`config.mk`:
```
export PLATFORM = sky130hd
export DESIGN_NAME = pwr_btn_sleep_ctrl
export DESIGN_NICKNAME = d
export VERILOG_FILES = /design/src/rtl/pbs_pkg.sv /design/src/rtl/pbs_sync.sv /design/src/rtl/pbs_btn_timer.sv /design/src/rtl/pbs_pg_filter.sv /design/src/rtl/pwr_btn_sleep_ctrl.sv
export SDC_FILE = /design/constraint.sdc
export NUM_CORES = 1
export LEC_CHECK = 0
export ABC_CLOCK_PERIOD_IN_PS = 2900
export CAP_MARGIN = 20
export CORE_MARGIN = 8
export CORE_UTILIZATION = 55
export DETAILED_ROUTE_END_ITERATION = 10
export PLACE_DENSITY = 0.77
export SYNTH_ARGS = -nofsm -noshare
export SYNTH_HDL_FRONTEND = slang
export SYNTH_HIERARCHICAL = 1
export SYNTH_SLANG_ARGS = --single-unit
```
`constraint.sdc`:
```
create_clock -name clk -period 2.9 [get_ports clk]
set_input_delay 0.58 -clock clk [delete_from_list [all_inputs] [get_ports clk]]
set_output_delay 0.58 -clock clk [all_outputs]
set_load 0.01 [all_outputs]
```
`src/rtl/pbs_pkg.sv`:
```
package pbs_pkg;

  typedef enum logic [2:0] {
    ST_S0 = 3'd0,
    ST_S1 = 3'd1,
    ST_S3 = 3'd3,
    ST_S4 = 3'd4,
    ST_S5 = 3'd5
  } pwr_state_e;

  function automatic logic target_ok(input logic [2:0] code);
    return (code == 3'd1) || (code == 3'd3) || (code == 3'd4) || (code == 3'd5);
  endfunction

endpackage

```
`src/rtl/pbs_sync.sv`:
```
module pbs_sync #(
  parameter int W = 1,
  parameter logic [W-1:0] RST_VAL = '0
) (
  input  logic         clk,
  input  logic         rst_n,
  input  logic [W-1:0] d_async,
  output logic [W-1:0] q_sync
);

  logic [W-1:0] meta_q;
  logic [W-1:0] sync_q;

  always_ff @(posedge clk or negedge rst_n) begin
    if (!rst_n) begin
      meta_q <= RST_VAL;
      sync_q <= RST_VAL;
    end else begin
      meta_q <= d_async;
      sync_q <= meta_q;
    end
  end

  assign q_sync = sync_q;

endmodule

```
`src/rtl/pbs_btn_timer.sv`:
```
module pbs_btn_timer #(
  parameter int DB_TICKS   = 16,
  parameter int HOLD_TICKS = 131072
) (
  input  logic clk,
  input  logic rst_n,
  input  logic tick,
  input  logic pressed_raw,
  output logic press_p,
  output logic hold_p
);

  localparam int DBW = $clog2(DB_TICKS + 1);
  localparam int HW  = $clog2(HOLD_TICKS + 1);
  localparam logic [DBW-1:0] DB_LAST   = DBW'(DB_TICKS - 1);
  localparam logic [HW-1:0]  HOLD_LAST = HW'(HOLD_TICKS - 1);

  logic           db_q, db_d;
  logic [DBW-1:0] db_cnt_q, db_cnt_d;
  logic [HW-1:0]  hold_cnt_q, hold_cnt_d;
  logic           fired_q, fired_d;
  logic           press_d, hold_d;
  logic           press_q, hold_q;

  always_comb begin
    db_d       = db_q;
    db_cnt_d   = db_cnt_q;
    hold_cnt_d = hold_cnt_q;
    fired_d    = fired_q;
    press_d    = 1'b0;
    hold_d     = 1'b0;
    // debounce: a new level must persist for DB_TICKS ticks
    if (pressed_raw == db_q) begin
      db_cnt_d = '0;
    end else if (tick) begin
      if (db_cnt_q == DB_LAST) begin
        db_d     = pressed_raw;
        db_cnt_d = '0;
        press_d  = pressed_raw;
      end else begin
        db_cnt_d = db_cnt_q + 1'b1;
      end
    end
    // hold timer: runs while the debounced level is pressed
    if (!db_q) begin
      hold_cnt_d = '0;
      fired_d    = 1'b0;
    end else if (tick && !fired_q) begin
      if (hold_cnt_q == HOLD_LAST) begin
        hold_d  = 1'b1;
        fired_d = 1'b1;
      end else begin
        hold_cnt_d = hold_cnt_q + 1'b1;
      end
    end
  end

  always_ff @(posedge clk or negedge rst_n) begin
    if (!rst_n) begin
      db_q       <= 1'b0;
      db_cnt_q   <= '0;
      hold_cnt_q <= '0;
      fired_q    <= 1'b0;
      press_q    <= 1'b0;
      hold_q     <= 1'b0;
    end else begin
      db_q       <= db_d;
      db_cnt_q   <= db_cnt_d;
      hold_cnt_q <= hold_cnt_d;
      fired_q    <= fired_d;
      press_q    <= press_d;
      hold_q     <= hold_d;
    end
  end

  assign press_p = press_q;
  assign hold_p  = hold_q;

  AST_HOLD_NEEDS_PRESS: assert property (@(posedge clk) disable iff (!rst_n)
    hold_q |-> $past(db_q));
  AST_PRESS_NOT_REPEATED: assert property (@(posedge clk) disable iff (!rst_n)
    press_q |=> !press_q);

endmodule

```
`src/rtl/pbs_pg_filter.sv`:
```
module pbs_pg_filter #(
  parameter int PG_TICKS = 3
) (
  input  logic clk,
  input  logic rst_n,
  input  logic tick,
  input  logic pg_s,
  output logic full_p
);

  localparam int CW = $clog2(PG_TICKS + 1);
  localparam logic [CW-1:0] PG_LAST = CW'(PG_TICKS - 1);

  logic [CW-1:0] cnt_q, cnt_d;
  logic          done_q, done_d;
  logic          full_q, full_d;

  always_comb begin
    cnt_d  = cnt_q;
    done_d = done_q;
    full_d = 1'b0;
    if (pg_s) begin
      cnt_d  = '0;
      done_d = 1'b0;
    end else if (tick && !done_q) begin
      if (cnt_q == PG_LAST) begin
        full_d = 1'b1;
        done_d = 1'b1;
      end else begin
        cnt_d = cnt_q + 1'b1;
      end
    end
  end

  always_ff @(posedge clk or negedge rst_n) begin
    if (!rst_n) begin
      cnt_q  <= '0;
      done_q <= 1'b0;
      full_q <= 1'b0;
    end else begin
      cnt_q  <= cnt_d;
      done_q <= done_d;
      full_q <= full_d;
    end
  end

  assign full_p = full_q;

  AST_FULL_RST_WHILE_LOW: assert property (@(posedge clk) disable iff (!rst_n)
    full_q |-> !$past(pg_s));

endmodule

```
`src/rtl/pwr_btn_sleep_ctrl.sv`:
```
module pwr_btn_sleep_ctrl
  import pbs_pkg::*;
#(
  parameter int DB_TICKS   = 16,
  parameter int HOLD_TICKS = 131072,
  parameter int PG_TICKS   = 3
) (
  input  logic       clk,
  input  logic       rst_n,
  input  logic       rtc_tick,
  input  logic       btn_n,
  input  logic       pwr_good,
  input  logic       ext_wake,
  input  logic       slp_req,
  input  logic [2:0] slp_target,
  output logic       smi_sci_req,
  output logic       wake_evt,
  output logic       full_rst,
  output logic       slp_s3_n,
  output logic       slp_s5_n,
  output logic       bus_rst_n,
  output logic [2:0] state_o
);

  logic [1:0] async_in, sync_out;
  logic       btn_s, pg_s;
  logic       press_p, hold_p, full_p;

  assign async_in = {pwr_good, btn_n};

  pbs_sync #(.W(2), .RST_VAL(2'b01)) u_sync (
    .clk    (clk),
    .rst_n  (rst_n),
    .d_async(async_in),
    .q_sync (sync_out)
  );

  assign btn_s = sync_out[0];
  assign pg_s  = sync_out[1];

  pbs_btn_timer #(.DB_TICKS(DB_TICKS), .HOLD_TICKS(HOLD_TICKS)) u_btn (
    .clk        (clk),
    .rst_n      (rst_n),
    .tick       (rtc_tick),
    .pressed_raw(~btn_s),
    .press_p    (press_p),
    .hold_p     (hold_p)
  );

  pbs_pg_filter #(.PG_TICKS(PG_TICKS)) u_pg (
    .clk   (clk),
    .rst_n (rst_n),
    .tick  (rtc_tick),
    .pg_s  (pg_s),
    .full_p(full_p)
  );

  pwr_state_e st_q, st_d;
  logic       lock_q, lock_d;
  logic       smi_q, smi_d;
  logic       wake_q, wake_d;

  always_comb begin
    st_d   = st_q;
    lock_d = lock_q;
    smi_d  = 1'b0;
    wake_d = 1'b0;
    if (full_p) begin
      st_d   = ST_S5;
      lock_d = 1'b0;
    end else if (hold_p) begin
      st_d   = ST_S5;
      lock_d = 1'b1;
    end else if (press_p) begin
      if (st_q == ST_S0) begin
        smi_d = 1'b1;
      end else begin
        st_d   = ST_S0;
        wake_d = 1'b1;
        lock_d = 1'b0;
      end
    end else if (ext_wake && (st_q != ST_S0) && !lock_q) begin
      st_d   = ST_S0;
      wake_d = 1'b1;
    end else if (slp_req && (st_q == ST_S0) && target_ok(slp_target)) begin
      st_d = pwr_state_e'(slp_target);
    end
  end

  always_ff @(posedge clk or negedge rst_n) begin
    if (!rst_n) begin
      st_q   <= ST_S0;
      lock_q <= 1'b0;
      smi_q  <= 1'b0;
      wake_q <= 1'b0;
    end else begin
      st_q   <= st_d;
      lock_q <= lock_d;
      smi_q  <= smi_d;
      wake_q <= wake_d;
    end
  end

  assign smi_sci_req = smi_q;
  assign wake_evt    = wake_q;
  assign full_rst    = full_p;
  assign state_o     = st_q;
  assign slp_s3_n    = !((st_q == ST_S3) || (st_q == ST_S4) || (st_q == ST_S5));
  assign slp_s5_n    = !((st_q == ST_S4) || (st_q == ST_S5));
  assign bus_rst_n   = pg_s;

  AST_S5_PLANE_NESTED: assert property (@(posedge clk) disable iff (!rst_n)
    !slp_s5_n |-> !slp_s3_n);
  AST_WAKE_LANDS_S0: assert property (@(posedge clk) disable iff (!rst_n)
    wake_evt |-> (state_o == 3'd0));
  AST_SMI_ONLY_AWAKE: assert property (@(posedge clk) disable iff (!rst_n)
    smi_sci_req |-> (state_o == 3'd0) && ($past(state_o) == 3'd0));
  AST_SMI_SINGLE: assert property (@(posedge clk) disable iff (!rst_n)
    smi_sci_req |=> !smi_sci_req);
  AST_SLEEP_FROM_S0: assert property (@(posedge clk) disable iff (!rst_n)
    ((state_o != $past(state_o)) && (state_o != 3'd0) && (state_o != 3'd5))
      |-> ($past(state_o) == 3'd0));
  AST_LOCK_BLOCKS_EXT: assert property (@(posedge clk) disable iff (!rst_n)
    (lock_q && ext_wake && !press_p && !full_p) |=> (state_o == 3'd5));

endmodule

```
## Yosys cells after proc, flatten, opt, wreduce, memory -nomap -nowiden

Cells that the tools add are included.

| word-level totals | value |
|---|---|
| memory bits (read-only) | 0 |
| logic and storage cells | 111 |
| bits in registers | 41 |
| bits in latches | 0 |
| memories | 0 |
| bits in writable memories | 0 |

| cells by class | value |
|---|---|
| $mul | 0 |
| $lt $le $gt $ge | 0 |
| shift-type cells | 0 |
| multiplexer cells | 43 |
| reductions and logical operators | 31 |
| bitwise gates (word level) | 2 |
| equal/unequal tests | 17 |
| $add $sub $neg | 3 |
| div/mod/pow operators | 0 |

Operators by type and width:

| kind | number |
|---|---|
| $mux W18 | 3 |
| $mux W1 | 28 |
| $add A18 B1 Y18 const B | 1 |
| $eq A18 B17 Y1 const B | 1 |
| $mux W3 | 6 |
| $mux W5 | 3 |
| $eq A3 B3 Y1 const B | 4 |
| $reduce_and A2 Y1 | 6 |
| $ne A2 B2 Y1 const B | 4 |
| $eq A3 B2 Y1 const B | 2 |
| $logic_and A1 B1 Y1 | 6 |
| $logic_or A1 B1 Y1 | 6 |
| $mux W2 | 3 |
| $reduce_bool A2 Y1 | 3 |
| $reduce_bool A3 Y1 | 2 |
| $add A5 B1 Y5 const B | 1 |
| $eq A5 B4 Y1 const B | 1 |
| $logic_not A1 Y1 | 5 |
| $reduce_bool A5 Y1 | 1 |
| $ne A4 B3 Y1 const B | 1 |
| $eq A3 B1 Y1 const B | 1 |
| $logic_not A3 Y1 | 1 |
| $ne A3 B1 Y1 const B | 1 |
| $reduce_and A3 Y1 | 1 |
| other kinds (4) | 5 |

## Longest topological paths before layout

| depth | value |
|---|---|
| depth after elaboration | 10 |
| depth in mapped cells | 5 |
| mapped depth without buffers | 5 |

## Hierarchy

Netlist, hierarchy kept.

By module, submodules not included:

| module | cells each | area an instance (sq um) | instances | seq. area each (sq um) |
|---|---|---|---|---|
| pbs_btn_timer | 156 | 1505.2 | 1 | 675.6 |
| pwr_btn_sleep_ctrl | 31 | 335.3 | 1 | 150.1 |
| pbs_pg_filter | 16 | 190.2 | 1 | 100.1 |
| pbs_sync | 4 | 102.6 | 1 | 102.6 |

## Worst setup path before layout

OpenSTA, ideal clock, no wires.

| timing path | value |
|---|---|
| path kind | input to register |
| from | input port rtc_tick |
| to | register u_btn.hold_cnt_q[13] |
| path slack | 1.233 ns |
| path buffers | 0 |
| cell stages on the path | 4 |
| arrival time | 1.585 ns |
| data required time | 2.818 ns |
| path through | nand4b_4 > or3_4 > or4_1 > a31oi_1 |

| between the ends | value |
|---|---|
| longest elaborated chain between the ends | 3 |

Ends and longest elaborated chain:

| item | RTL line | RTL |
|---|---|---|
| start: declaration | pwr_btn_sleep_ctrl.sv:10 | `input logic rtc_tick,` |
| $logic_and A1 B1 Y1 | pbs_btn_timer.sv:48 | `end else if (tick && !fired_q) begin` |
| $ne A2 B2 Y1 (no source line) | n/a |  |
| $reduce_and A2 Y1 (no source line) | n/a |  |
| end signal: assignment | pbs_btn_timer.sv:69 | `hold_cnt_q <= hold_cnt_d;` |
| end: declaration | pbs_btn_timer.sv:20 | `logic [HW-1:0] hold_cnt_q, hold_cnt_d;` |

No other way between the ends.
A chain may end at the register's enable or synchronous reset.

## Final worst setup path

| timing path | value |
|---|---|
| from | input port rtc_tick |
| to | register u_btn.hold_cnt_q[14] |

Same word-level chain as after synthesis.

==> impl_metrics.tcl <==
set metrics [dict create \
    port_buffers 18 \
    r2r_start "u_btn/hold_cnt_q[2]" \
    crit_buf_inv 2 \
    ant_nets 0 \
    cp-startpoint "rtc_tick" \
    wl_um 4260 \
    maxCapViolations 0 \
    async_flop_share 1.00 \
    cp.arrival_ns 2.27 \
    layout_common_cells "dfrtp_1 (39), nand2_1 (18), clkdlybuf4s50_1 (17)" \
    hp-class "reg -> reg" \
    fin_hold_ws_ns 0.353 \
    cp_data_required_time_ns 3.07 \
    p_per_area_nw_per_um2 541 \
    critPathMaxStageDelay_ns 0.53 \
    final_common_cell "dfrtp_1" \
    drt_iter0_markers 149 \
    max_freq_mhz 477 \
    diodes 0 \
    via_per_inst 6.06 \
    clockBufferDepth 2 \
    dieArea_sq_um 6130 \
    status "finished, final reports clean" \
    nets 242 \
    gp_congestion 0.839 \
    cts_buffers 5 \
    ys.flop_type "dfrtp_1" \
    cts-root-buf "clkbuf_8" \
    slew_headroom 0.408 \
    insertion_delay_ns 0.30 \
    yosys.cell_types.count 48 \
    wl_per_cell_um 15.3 \
    die_x_um 78.3 \
    cp-start-kind "primary input" \
    worst-r2r-setup-slack_ns 0.88 \
    dp_hpwl_um 3050 \
    pre_cts_ws_ns 0.480 \
    post-route-util 0.666 \
    setup_viol 0 \
    syn_inst 207 \
    dr.pass1.iters 4 \
    grt_pass1_vias 1665 \
    grt_overflow_total 0 \
    p_leak_uw 0.00107 \
    synth_edf_count 0 \
    hold_start "u_sync/meta_q[1]" \
    crit_family "buffers and inverters" \
    cts_max_level 2 \
    critPathSlowestCell "clkdlybuf4s50_1" \
    path_max_fanout 16 \
    cts_tree "yes" \
    grtUsageTotal 0.146 \
    fin_area_sq_um 2460 \
    clk_pin_slew_worst_paths_ns 0.08 \
    worstPathCellList "clkdlybuf4s50_1, buf_4, nand3b_1, nor3_1, mux2i_1, nand3_1" \
    rows 22 \
    grt_pass1_wl_um 7330 \
    placed_cell_area_sq_um 2360 \
    syn_avg_cell_area_sq_um 10.3 \
    ys_warn_count 6 \
    setup-tns-final_ns 0 \
    initial_core_util 0.578 \
    tightest_slew_ns 0.888 \
    drive_above_1_share 0.122 \
    die_h_um 78.3 \
    vias 1686 \
    period_needed_ns 2.10 \
    finClkSkew_ns 0.00454 \
    ys_ff_latch 41 \
    synth_fp_nets 220 \
    drc 0 \
    grt_max_degree 42 \
    worst_slack_ns 0.804 \
    synth-seq-area-share 0.482 \
    coreArea_sq_um 3690 \
    crit_path_end_kind "flop" \
    cts_sinks 41 \
    cts_resized 0 \
    slew_violations 0 \
    io_pins 19 \
    hold_viol_final 0 \
    synthesis.area_sq_um 2130 \
    rsz0062_at_grt "no" \
    crit_type "in -> reg" \
    period_share 0.723 \
    fillCellCount 305 \
    area_growth_syn_to_layout_pct 15.1 \
    cts_hold_buffers 0 \
    post_cts_buffers 0 \
    peakVddDrop_mv 0.454 \
    antenna_found_initial 0 \
]
logic make-up after synthesis:
family	Yosys count	share of synthesized area
AO/OA/AOI/OAI	32	0.0991
adder cells (fa/ha/maj)	3	0.0176
XOR/XNOR	11	0.0452
flip-flops	41	0.482
multiplexers	12	0.0604
buffers and inverters	13	0.0235
AND/OR/NAND/NOR	95	0.272
per-layer routing:
layer | track usage | share of wire
met5 | 0 | 0
met4 | 0.0611 | 0.020
met3 | 0.0478 | 0.069
met2 | 0.234 | 0.49
met1 | 0.177 | 0.42
power by group:
group	leakage, uW	internal [uW]	total (uW)	switching, uW
sequential	0.000551	612	648	36.3
clock	0.0000512	193	399	206
combinational	0.000467	159	283	123
sequential cells by signal, indices dropped and copies added, names as in the netlist, 2 cells and up:
register          cells
u_sync/meta_q         2
u_btn/db_cnt_q        5
u_btn/hold_cnt_q     18
u_sync/q_sync         2
u_pg/cnt_q            2
state_o               3
worst paths after layout:
| path | end | depth (start not counted) |
|---|---|---|
| worst max-delay path | u_btn/hold_cnt_q[14] | 6 |
| max in group asynchronous | u_btn/hold_cnt_q[11] | 1 |
| worst min-delay path | u_sync/q_sync[1] | 0 |
| worst max register to register | u_btn/hold_cnt_q[13] | 4 |
| worst min register to register | u_sync/q_sync[1] | 0 |
| min in group asynchronous | u_btn/db_cnt_q[2] | 1 |
final cells by class:
type | instances | area (sq um) | share of cell area
Inverter | 9 | 33.8 | 0.0138
Clock buffer | 6 | 82.6 | 0.0336
Sequential cell | 41 | 1030 | 0.419
Clock inverter | 2 | 13.8 | 0.00560
Multi-Input combinational cell | 153 | 1050 | 0.429
Tap cell | 48 | 60.1 | 0.0245
Timing Repair Buffer | 19 | 183 | 0.0744
through the flow:
step,std cells,power [uW]
6_report,278,1330
3_5_place_dp,270,945
4_1_cts,278,1340
2_1_floorplan,207,803
3_3_place_gp,270,934
5_1_grt,278,1390
cells in the mapped netlist (3+ instances only):
cell | instances | area share
a21oi_1 | 11 | 0.026
clkbuf_1 | 3 | 0.0053
dfrtp_1 | 39 | 0.46
ha_1 | 3 | 0.018
inv_1 | 9 | 0.016
mux2_1 | 3 | 0.016
mux2_2 | 4 | 0.021
mux2i_1 | 5 | 0.023
nand2_1 | 18 | 0.032
nand2b_1 | 5 | 0.015
nand3_1 | 8 | 0.019
nand4_1 | 7 | 0.021
nor2_1 | 16 | 0.028
nor2b_1 | 5 | 0.015
nor3_1 | 8 | 0.019
nor4_1 | 6 | 0.018
o21ai_0 | 6 | 0.014
o21ai_1 | 4 | 0.0094
xnor2_1 | 8 | 0.033
xor2_1 | 3 | 0.012
(Power assumes the default switching activity.)
